## config.mk

```make
export PLATFORM = sky130hd
export DESIGN_NAME = casc_ack_unit
export DESIGN_NICKNAME = d
export VERILOG_FILES = /design/src/rtl/casc_ack_pkg.sv /design/src/rtl/casc_ack_lane.sv /design/src/rtl/casc_ack_decode.sv /design/src/rtl/casc_ack_unit.sv
export SDC_FILE = /design/constraint.sdc
export NUM_CORES = 1
export LEC_CHECK = 0
export ABC_CLOCK_PERIOD_IN_PS = 2640
export BUFFER_PORTS_ARGS = -buffer_cell sky130_fd_sc_hd__buf_2
export CAP_MARGIN = 20
export CORE_MARGIN = 8
export CORE_UTILIZATION = 48
export CTS_CLUSTER_SIZE = 25
export DETAILED_ROUTE_END_ITERATION = 8
export GPL_TIMING_DRIVEN = 0
export PLACE_DENSITY_LB_ADDON = 0.05
export SYNTH_ARGS = -nofsm -noshare
export SYNTH_HDL_FRONTEND = slang
export SYNTH_SLANG_ARGS = --single-unit
```

## constraint.sdc

```tcl
create_clock -name clk -period 2.64 [get_ports clk]
set_input_delay 0.264 -clock clk [delete_from_list [all_inputs] [get_ports clk]]
set_output_delay 0.264 -clock clk [all_outputs]
set_load 0.02 [all_outputs]
```

## src/rtl/casc_ack_pkg.sv

```systemverilog
package casc_ack_pkg;
  localparam int LINES     = 8;
  localparam int IDX_W     = $clog2(LINES);
  localparam int VEC_W     = 8;
  localparam int CASC_LINE = 2;
  localparam logic [LINES-1:0] PRI_TRIG_MASK = 8'hF8;
  localparam logic [LINES-1:0] SEC_TRIG_MASK = 8'hDE;

  typedef struct packed {
    logic             en;
    logic [IDX_W-1:0] line;
  } ack_cmd_t;
endpackage

```

## src/rtl/casc_ack_lane.sv

```systemverilog
module casc_ack_lane
  import casc_ack_pkg::*;
#(
  parameter logic [LINES-1:0] TRIG_MASK = '1
) (
  input  logic             clk,
  input  logic             rst_n,
  input  logic [LINES-1:0] lines_in,
  input  logic [LINES-1:0] force_set,
  input  logic             trig_we,
  input  logic [LINES-1:0] trig_wdata,
  input  ack_cmd_t         cmd,
  input  logic             auto_eoi,
  input  logic             rot_aeoi,
  output logic [LINES-1:0] req_q,
  output logic [LINES-1:0] isr_q,
  output logic [IDX_W-1:0] rot_q,
  output logic [LINES-1:0] trig_q
);
  logic [LINES-1:0] last_q;
  logic [LINES-1:0] req_d, isr_d, trig_d, ack_hot, edge_set;
  logic [IDX_W-1:0] rot_d;

  always_comb begin
    ack_hot  = cmd.en ? (LINES'(1) << cmd.line) : '0;
    edge_set = (lines_in & ~last_q) | force_set;
    // level lines follow the input; edge lines latch, and an acknowledge clear wins
    req_d    = (trig_q & lines_in) |
               (~trig_q & (req_q | edge_set) & ~ack_hot);
    isr_d    = isr_q;
    rot_d    = rot_q;
    if (cmd.en) begin
      if (!auto_eoi) isr_d = isr_q | ack_hot;
      else if (rot_aeoi) rot_d = cmd.line + 1'b1;
    end
    trig_d = trig_we ? (trig_wdata & TRIG_MASK) : trig_q;
  end

  always_ff @(posedge clk or negedge rst_n) begin
    if (!rst_n) begin
      last_q <= '0;
      req_q  <= '0;
      isr_q  <= '0;
      rot_q  <= '0;
      trig_q <= '0;
    end else begin
      last_q <= lines_in;
      req_q  <= req_d;
      isr_q  <= isr_d;
      rot_q  <= rot_d;
      trig_q <= trig_d;
    end
  end

  assert_level_follow_R2: assert property (@(posedge clk) disable iff (!rst_n)
    1'b1 |=> ((req_q & $past(trig_q)) == ($past(lines_in) & $past(trig_q))));

  assert_isr_set_R5: assert property (@(posedge clk) disable iff (!rst_n)
    (cmd.en && !auto_eoi) |=> isr_q[$past(cmd.line)]);

  assert_aeoi_isr_hold_R6: assert property (@(posedge clk) disable iff (!rst_n)
    (cmd.en && auto_eoi) |=> (isr_q == $past(isr_q)));

  assert_edge_cleared_R7: assert property (@(posedge clk) disable iff (!rst_n)
    (cmd.en && !trig_q[cmd.line]) |=> !req_q[$past(cmd.line)]);
endmodule

```

## src/rtl/casc_ack_decode.sv

```systemverilog
module casc_ack_decode
  import casc_ack_pkg::*;
(
  input  logic             ack,
  input  logic             m_valid,
  input  logic [IDX_W-1:0] m_line,
  input  logic             s_valid,
  input  logic [IDX_W-1:0] s_line,
  input  logic [VEC_W-1:0] m_base,
  input  logic [VEC_W-1:0] s_base,
  output ack_cmd_t         m_cmd,
  output ack_cmd_t         s_cmd,
  output logic [VEC_W-1:0] vector
);
  localparam logic [VEC_W-1:0] LOW_MASK  = VEC_W'((1 << IDX_W) - 1);
  localparam logic [IDX_W-1:0] SPUR_LINE = IDX_W'(LINES - 1);

  logic             casc_hit;
  logic [VEC_W-1:0] m_hi, s_hi;

  always_comb begin
    m_hi       = m_base & ~LOW_MASK;
    s_hi       = s_base & ~LOW_MASK;
    casc_hit   = m_valid && (m_line == IDX_W'(CASC_LINE));
    m_cmd.en   = ack && m_valid;
    m_cmd.line = m_line;
    s_cmd.en   = ack && casc_hit && s_valid;
    s_cmd.line = s_line;
    if (!m_valid)      vector = m_hi | VEC_W'(SPUR_LINE);
    else if (casc_hit) vector = s_hi | VEC_W'(s_valid ? s_line : SPUR_LINE);
    else               vector = m_hi | VEC_W'(m_line);
  end

  always_comb begin
    if (s_cmd.en) assert_sec_only_via_casc_R8: assert (m_cmd.en && m_cmd.line == IDX_W'(CASC_LINE));
  end
endmodule

```

## src/rtl/casc_ack_unit.sv

```systemverilog
module casc_ack_unit
  import casc_ack_pkg::*;
(
  input  logic                 clk,
  input  logic                 rst_n,
  input  logic [2*LINES-1:0]   irq_in,
  input  logic                 trig_we,
  input  logic                 trig_sec,
  input  logic [LINES-1:0]     trig_wdata,
  input  logic                 pri_aeoi,
  input  logic                 pri_rot,
  input  logic                 sec_aeoi,
  input  logic                 sec_rot,
  input  logic [VEC_W-1:0]     pri_base,
  input  logic [VEC_W-1:0]     sec_base,
  input  logic                 pri_win_valid,
  input  logic [IDX_W-1:0]     pri_win_line,
  input  logic                 sec_win_valid,
  input  logic [IDX_W-1:0]     sec_win_line,
  input  logic                 ack,
  output logic [VEC_W-1:0]     vector,
  output logic [LINES-1:0]     pri_req,
  output logic [LINES-1:0]     sec_req,
  output logic [LINES-1:0]     pri_isr,
  output logic [LINES-1:0]     sec_isr,
  output logic [IDX_W-1:0]     pri_rot_base,
  output logic [IDX_W-1:0]     sec_rot_base,
  output logic [LINES-1:0]     pri_trig,
  output logic [LINES-1:0]     sec_trig
);
  localparam logic [LINES-1:0] CASC_BIT = LINES'(1) << CASC_LINE;

  logic     rst_s1, rst_i;
  ack_cmd_t m_cmd, s_cmd;
  logic [LINES-1:0] pri_lines, pri_force;

  always_ff @(posedge clk or negedge rst_n) begin
    if (!rst_n) begin
      rst_s1 <= 1'b0;
      rst_i  <= 1'b0;
    end else begin
      rst_s1 <= 1'b1;
      rst_i  <= rst_s1;
    end
  end

  always_comb begin
    pri_lines = irq_in[LINES-1:0] & ~CASC_BIT;
    pri_force = sec_win_valid ? CASC_BIT : '0;
  end

  casc_ack_decode u_dec (
    .ack(ack), .m_valid(pri_win_valid), .m_line(pri_win_line),
    .s_valid(sec_win_valid), .s_line(sec_win_line),
    .m_base(pri_base), .s_base(sec_base),
    .m_cmd(m_cmd), .s_cmd(s_cmd), .vector(vector)
  );

  casc_ack_lane #(.TRIG_MASK(PRI_TRIG_MASK)) u_pri (
    .clk(clk), .rst_n(rst_i), .lines_in(pri_lines), .force_set(pri_force),
    .trig_we(trig_we && !trig_sec), .trig_wdata(trig_wdata), .cmd(m_cmd),
    .auto_eoi(pri_aeoi), .rot_aeoi(pri_rot),
    .req_q(pri_req), .isr_q(pri_isr), .rot_q(pri_rot_base), .trig_q(pri_trig)
  );

  casc_ack_lane #(.TRIG_MASK(SEC_TRIG_MASK)) u_sec (
    .clk(clk), .rst_n(rst_i), .lines_in(irq_in[2*LINES-1:LINES]), .force_set('0),
    .trig_we(trig_we && trig_sec), .trig_wdata(trig_wdata), .cmd(s_cmd),
    .auto_eoi(sec_aeoi), .rot_aeoi(sec_rot),
    .req_q(sec_req), .isr_q(sec_isr), .rot_q(sec_rot_base), .trig_q(sec_trig)
  );

  assert_casc_forward_R4: assert property (@(posedge clk) disable iff (!rst_i)
    (sec_win_valid && !(m_cmd.en && m_cmd.line == IDX_W'(CASC_LINE))) |=> pri_req[CASC_LINE]);

  assert_trig_mask_R3: assert property (@(posedge clk) disable iff (!rst_i)
    1'b1 |=> (((pri_trig & ~PRI_TRIG_MASK) == '0) && ((sec_trig & ~SEC_TRIG_MASK) == '0)));
endmodule

```

==> results of run 1 <==
-- final timing paths --
path | start | end | slack, ps | cells after the start
max | pri_win_line[0] | vector[5] | 650 | 7
min | irq_in[0] | u_pri.last_q[0] | 40 | 1
max reg2reg | rst_i | u_sec.rot_q[1] | 1690 | 0
min reg2reg | rst_s1 | rst_i | 360 | 0
max in group asynchronous | rst_i | u_sec.rot_q[1] | 1690 | 0
min in group asynchronous | rst_n | rst_i | 230 | 2
-- cells in the final DEF, fill, tap and decap left out, types with 2 or more instances in the layout --
cell        synthesis  layout
inv_1              28      28
o22ai_1             6       6
nand3b_1            2       2
clkbuf_8            0      10
mux2_2             17      17
clkbuf_1            1       2
clkinvlp_4          0       2
a41o_1              2       2
nand2_1            11      11
a31oi_1             2       2
nor3_1              2       2
a22oi_1             2       2
and3b_1             2       2
mux2_4              2       2
nand2b_1            5       5
nand3_1             4       4
clkinv_2            0       3
nor2_1              5       5
dfrtp_1            66      65
nand4_1             6       6
o21ai_0             6       6
and3_1              2       2
a22o_1              6       6
buf_4               7       7
a21oi_1             6       6
buf_2               3     107
conb_1              2       6
a21o_1             11      11
nor4b_1             2       2
o21bai_1            4       4
ha_1               12      12
a32oi_1             2       2
-- registers in the layout (all words and copies together), names as in the netlist --
register	cells
u_pri.trig_q	5
u_pri.rot_q	3
u_sec.trig_q	6
u_pri.last_q	7
u_sec.rot_q	3
u_sec.last_q	8
rst_i	1
u_pri.req_q	8
u_pri.isr_q	8
u_sec.req_q	8
rst_s1	1
u_sec.isr_q	8
-- through the flow --
| step | power [mW] | setup TNS, ps |
|---|---|---|
| final | 2.49 | 0 |
| after global routing | 2.61 | 0 |
| after CTS | 2.52 | 0 |
| after detailed placement | 1.77 | 0 |
| after global placement | 1.76 | -7430 |
| after floorplan | 1.54 | 0 |
-- logic make-up (layout without fill, tap and decap cells) --
| family | count (synthesis) | in the layout |
|---|---|---|
| adders and majority gates | 12 | 12 |
| AOI/OAI and AO/OA | 49 | 49 |
| DFF | 66 | 66 |
| other | 2 | 6 |
| buffers and inverters | 39 | 160 |
| muxes | 20 | 20 |
| and+or+nand+nor | 47 | 47 |
-- synthesized netlist by cell type, drive strengths merged --
library cell | number | share of area (%)
a31oi | 2 | 0.44
o21bai | 4 | 1.1
nand4b | 1 | 0.31
nor4b | 2 | 0.61
o22ai | 6 | 1.3
dfrtp | 66 | 58
inv | 28 | 3.7
ha | 12 | 5.3
mux2i | 1 | 0.35
buf | 10 | 2.4
nand2b | 5 | 1.1
mux2 | 19 | 7.8
nand4 | 7 | 2.1
nand3b | 2 | 0.53
a41o | 2 | 0.70
nor2 | 5 | 0.66
and3b | 2 | 0.61
nor3 | 4 | 1.3
and2 | 1 | 0.22
a22o | 6 | 1.8
o21a | 1 | 0.26
nand3 | 4 | 0.70
nor2b | 1 | 0.22
conb | 2 | 0.26
o21ai | 6 | 1.1
a22oi | 2 | 0.53
and3 | 2 | 0.44
a32oi | 2 | 0.61
a21oi | 6 | 1.1
clkbuf | 1 | 0.13
a21o | 12 | 3.2
nand2 | 11 | 1.4
-- per-layer routing --
layer | up-vias | wire length, um | track usage [%]
met4 | 0 | 114 | 6.85
li1 | 1038 | - | -
met5 | - | 0 | 0
met3 | 10 | 654 | 6.81
met1 | 1040 | 3160 | 21.3
met2 | 84 | 3010 | 23.5
-- critical path: stages --
cell	delay [ps]
buf_2	130
inv_1	80
ha_1	340
and3b_1	200
buf_2	200
mux2_2	350
buf_2	160
-- cell type report --
cell class | instances | area share, %
Inverter | 28 | 2.87
Clock inverter | 5 | 0.819
Sequential cell | 66 | 45.2
Timing Repair Buffer | 105 | 14.5
Buffer | 11 | 1.95
Tap cell | 75 | 2.56
Clock buffer | 11 | 3.86
Multi-Input combinational cell | 134 | 28.3
-- what timing repair did --
| action | in CTS | in global routing |
|---|---|---|
| setup endpoints to repair | 0 | 0 |
| hold buffers | 1 | 0 |
| setup buffers | 0 | 0 |
| hold endpoints to repair | 2 | 0 |
-- report_power, final --
part	switching, mW	internal, mW	leakage (nW)
registers	0.0845	1.13	0.770
logic	0.311	0.216	1.11
clock network	0.384	0.362	0.0851
total	0.780	1.71	1.97
==> flow_metrics.tcl, run 1 <==
set metrics [dict create \
    worst_hold_path_type "in -> reg" \
    arrival_ps 1730 \
    critPathCaptureType "output port" \
    clk_latency_ps 330 \
    place_area_um2 3480 \
    hold_viol 0 \
    synthAdderAreaFrac_pct 5.27 \
    num_antenna_cells 0 \
    row_count 28 \
    grt_pass1_vias 2261 \
    synth-seq-cells 66 \
    synthSimpleGateAreaFrac_pct 10.2 \
    synthesis.area_um2 2850 \
    firstDrtPassIters 4 \
    clock.fmax_mhz 502 \
    dieArea_um2 8660 \
    grt_max_degree 65 \
    vias 2172 \
    cp.required_ps 2380 \
    leakage_nw 1.97 \
    drc 0 \
    timing.slew.headroom_pct 46.0 \
    hold_ws_ps 43.6 \
    globalRouteOverflowTotal 0 \
    synth_xor_area_share_pct 0 \
    drt_iter0_markers 46 \
    port_buffers 104 \
    wl_per_cell_um 16.0 \
    layout_setup_ws_ps 648 \
    ir_drop_v 0.000420 \
    dpl.hpwl_um 5290 \
    antenna_found_initial 0 \
    clk_pin_slew_ps 70 \
    drv_cap 0 \
    synthToLayoutAreaGrowth_pct 28.6 \
    register_area_um2 1660 \
    avgSynthCellArea_um2 12.1 \
    synth_top_family_by_area "compound AO/OA/AOI/OAI gates" \
    min_period_ps 1990 \
    drive_above_1_share_pct 42.5 \
    fin_nets 424 \
    yosys_warnings 0 \
    ys_seq_area_share_pct 57.9 \
    multi_input_area_um2 1040 \
    worstPathMaxFanout 10 \
    gp_congestion 0.747 \
    cts.path.max_buffers 2 \
    final_antenna_net_count 0 \
    path_class "in -> out" \
    synth_compound_area_share_pct 12.1 \
    min_period_over_period_pct 75.5 \
    post-place-ws_ps 645 \
    cts-root-buf "clkbuf_8" \
    grt_use_total_pct 16.4 \
    maxSlewViolCount 0 \
    viasPerCell 4.99 \
    start_util_pct 49.0 \
    muxShareOfSynthArea_pct 8.12 \
    worst_setup_path_start_kind "input port" \
    ios 119 \
    skew_ps 7.65 \
    post_cts_resized 0 \
    setup_viol 0 \
    rsz0062_at_grt "no" \
    die-height_um 93.1 \
    wirelength_um 6950 \
    synth_cell_type_count 38 \
    clkSinkCount 66 \
    syn-instance-count 235 \
    layoutNonFillerInstCount 435 \
    fill_cells 501 \
    status "finished clean" \
    power_density_nw_per_um2 678 \
    tightestPinTransition_ps 809 \
    fin_util_pct 63.0 \
    cts_buffers 9 \
    cts_tree "yes" \
    htreeDepth 3 \
    die_w_um 93.1 \
    dpl.cell_count 418 \
    post-route-cell-area_um2 3670 \
    grt_pass1_wl_um 11200 \
    core_um2 5820 \
]
(Power assumes the default switching activity.)
==> inputs of run 2 (changes only) <==
--- a/config.mk
+++ b/config.mk
@@ -5,11 +5,11 @@
 export SDC_FILE = /design/constraint.sdc
 export NUM_CORES = 1
 export LEC_CHECK = 0
-export ABC_CLOCK_PERIOD_IN_PS = 2640
+export ABC_CLOCK_PERIOD_IN_PS = 1800
 export BUFFER_PORTS_ARGS = -buffer_cell sky130_fd_sc_hd__buf_2
 export CAP_MARGIN = 20
 export CORE_MARGIN = 8
-export CORE_UTILIZATION = 48
+export CORE_UTILIZATION = 43
 export CTS_CLUSTER_SIZE = 25
 export DETAILED_ROUTE_END_ITERATION = 8
 export GPL_TIMING_DRIVEN = 0
==> constraint.sdc (replaced) <==
create_clock -name clk -period 1.8 [get_ports clk]
set_input_delay 0.18 -clock clk [delete_from_list [all_inputs] [get_ports clk]]
set_output_delay 0.18 -clock clk [all_outputs]
set_load 0.02 [all_outputs]
==> flow_metrics.tcl, run 2 (synthesis results as in run 1) <==
set metrics [dict create \
    grt_pass1_vias 2485 \
    critPathTopFamily "buffers and inverters" \
    grt_max_degree 65 \
    vias 2205 \
    viasPerCell 4.89 \
    port_buffers 104 \
    hold_viol 0 \
    timing.slew.headroom_pct 45.4 \
    layout_commonest_cell "buf_2" \
    core_um2 6390 \
    ios 119 \
    slowest_stage "mux2_2" \
    cp_common_cell "buf_2" \
    worstPathMaxFanout 10 \
    antenna_found_initial 0 \
    drive_above_1_share_pct 40.4 \
    p_total_mw 3.78 \
    dpl.hpwl_um 5380 \
    final_antenna_net_count 0 \
    worst_setup_path_start_kind "input port" \
    crit_buf_inv 4 \
    cts-root-buf "clkbuf_8" \
    hold_ws_ps 85.4 \
    rsz0062_at_grt "no" \
    drt_iter0_markers 54 \
    skew_ps 5.95 \
    cts_tree "yes" \
    critPathCaptureType "output port" \
    firstDrtPassIters 4 \
    status "finished clean" \
    setup_tns_ps 0 \
    die_w_um 97.4 \
    cts.path.max_buffers 2 \
    min_period_ps 1680 \
    start_util_pct 44.7 \
    dieArea_um2 9490 \
    wl_per_cell_um 15.6 \
    maxSlewViolCount 0 \
    clock.fmax_mhz 595 \
    final_cell_mix "buf_2 (107), dfrtp_1 (65), inv_1 (28)" \
    worst_hold_path_type "in -> reg" \
    fin_util_pct 60.2 \
    cts_buffers 9 \
    synthToLayoutAreaGrowth_pct 34.9 \
    num_antenna_cells 0 \
    die-height_um 97.4 \
    grt_pass1_wl_um 11800 \
    clk_pin_slew_ps 60 \
    arrival_ps 1500 \
    cp.required_ps 1620 \
    setup_viol 0 \
    gp_congestion 0.746 \
    drv_cap 0 \
    tightestPinTransition_ps 819 \
    leakage_nw 2.03 \
    grt_use_total_pct 15.0 \
    htreeDepth 3 \
    clk_latency_ps 330 \
    globalRouteOverflowTotal 0 \
    power_density_nw_per_um2 982 \
    drc 0 \
    row_count 29 \
    ir_drop_v 0.000580 \
    wirelength_um 7020 \
    max_stage_delay_ps 350 \
    clkSinkCount 66 \
    path_class "in -> out" \
    fin_nets 439 \
    min_period_over_period_pct 93.4 \
    cp_cell_sequence "buf_2 -> inv_1 -> ha_4 -> and3b_1 -> buf_2 -> mux2_2 -> buf_2" \
]
-- run 2: per-layer routing --
metal  share of wire, %  up-vias  GRT usage [%]
met2                 43       81           22.8
met5                  0        -              0
met1                 47     1044           18.3
li1                   -     1072              -
met3                8.2        8           6.12
met4                1.2        0           6.29
-- run 2: metrics by stage --
stage,std cells,setup WS [ps],cell area (um^2)
CTS,451,51.7,3840
detailed placement,420,-40.9,3490
finish,451,119,3850
global route,451,42.7,3850
global placement,420,-16.0,3480
floorplan,239,127,2870
-- run 2: final timing paths --
check | startpoint | end | slack, ps | cells after the start
worst max-delay path | pri_win_line[0] | vector[5] | 120 | 7
worst min-delay path | trig_wdata[1] | u_sec.trig_q[1] | 90 | 2
worst max register to register | rst_i | u_pri.req_q[2] | 830 | 0
worst min register to register | rst_s1 | rst_i | 360 | 0
max in group asynchronous | rst_i | u_pri.req_q[2] | 830 | 0
min in group asynchronous | rst_n | rst_i | 150 | 2
-- run 2: final cells by class --
type                       count  area (um^2)
buffer                        11         71.3
clock buffer                  13          149
clock inverter                 2         37.5
fill                         577         2540
inverter                      28          105
multi-input combinational    134         1050
sequential                    66         1660
tap                           77         96.3
timing repair buffer         120          681
-- run 2: power breakdown --
group	switching (mW)	total, mW	leakage (nW)	internal [mW]
registers	0.123	1.78	0.770	1.66
logic	0.460	0.799	1.17	0.339
clock network	0.525	1.20	0.0897	0.673
total	1.11	3.78	2.03	2.67
-- run 2: what timing repair did --
action | CTS | global route
setup endpoints to repair | 5 | 5
resized for setup | 1 | 1
hold buffers | 16 | 0
buffers inserted | 0 | 0
hold endpoints to repair | 17 | 0
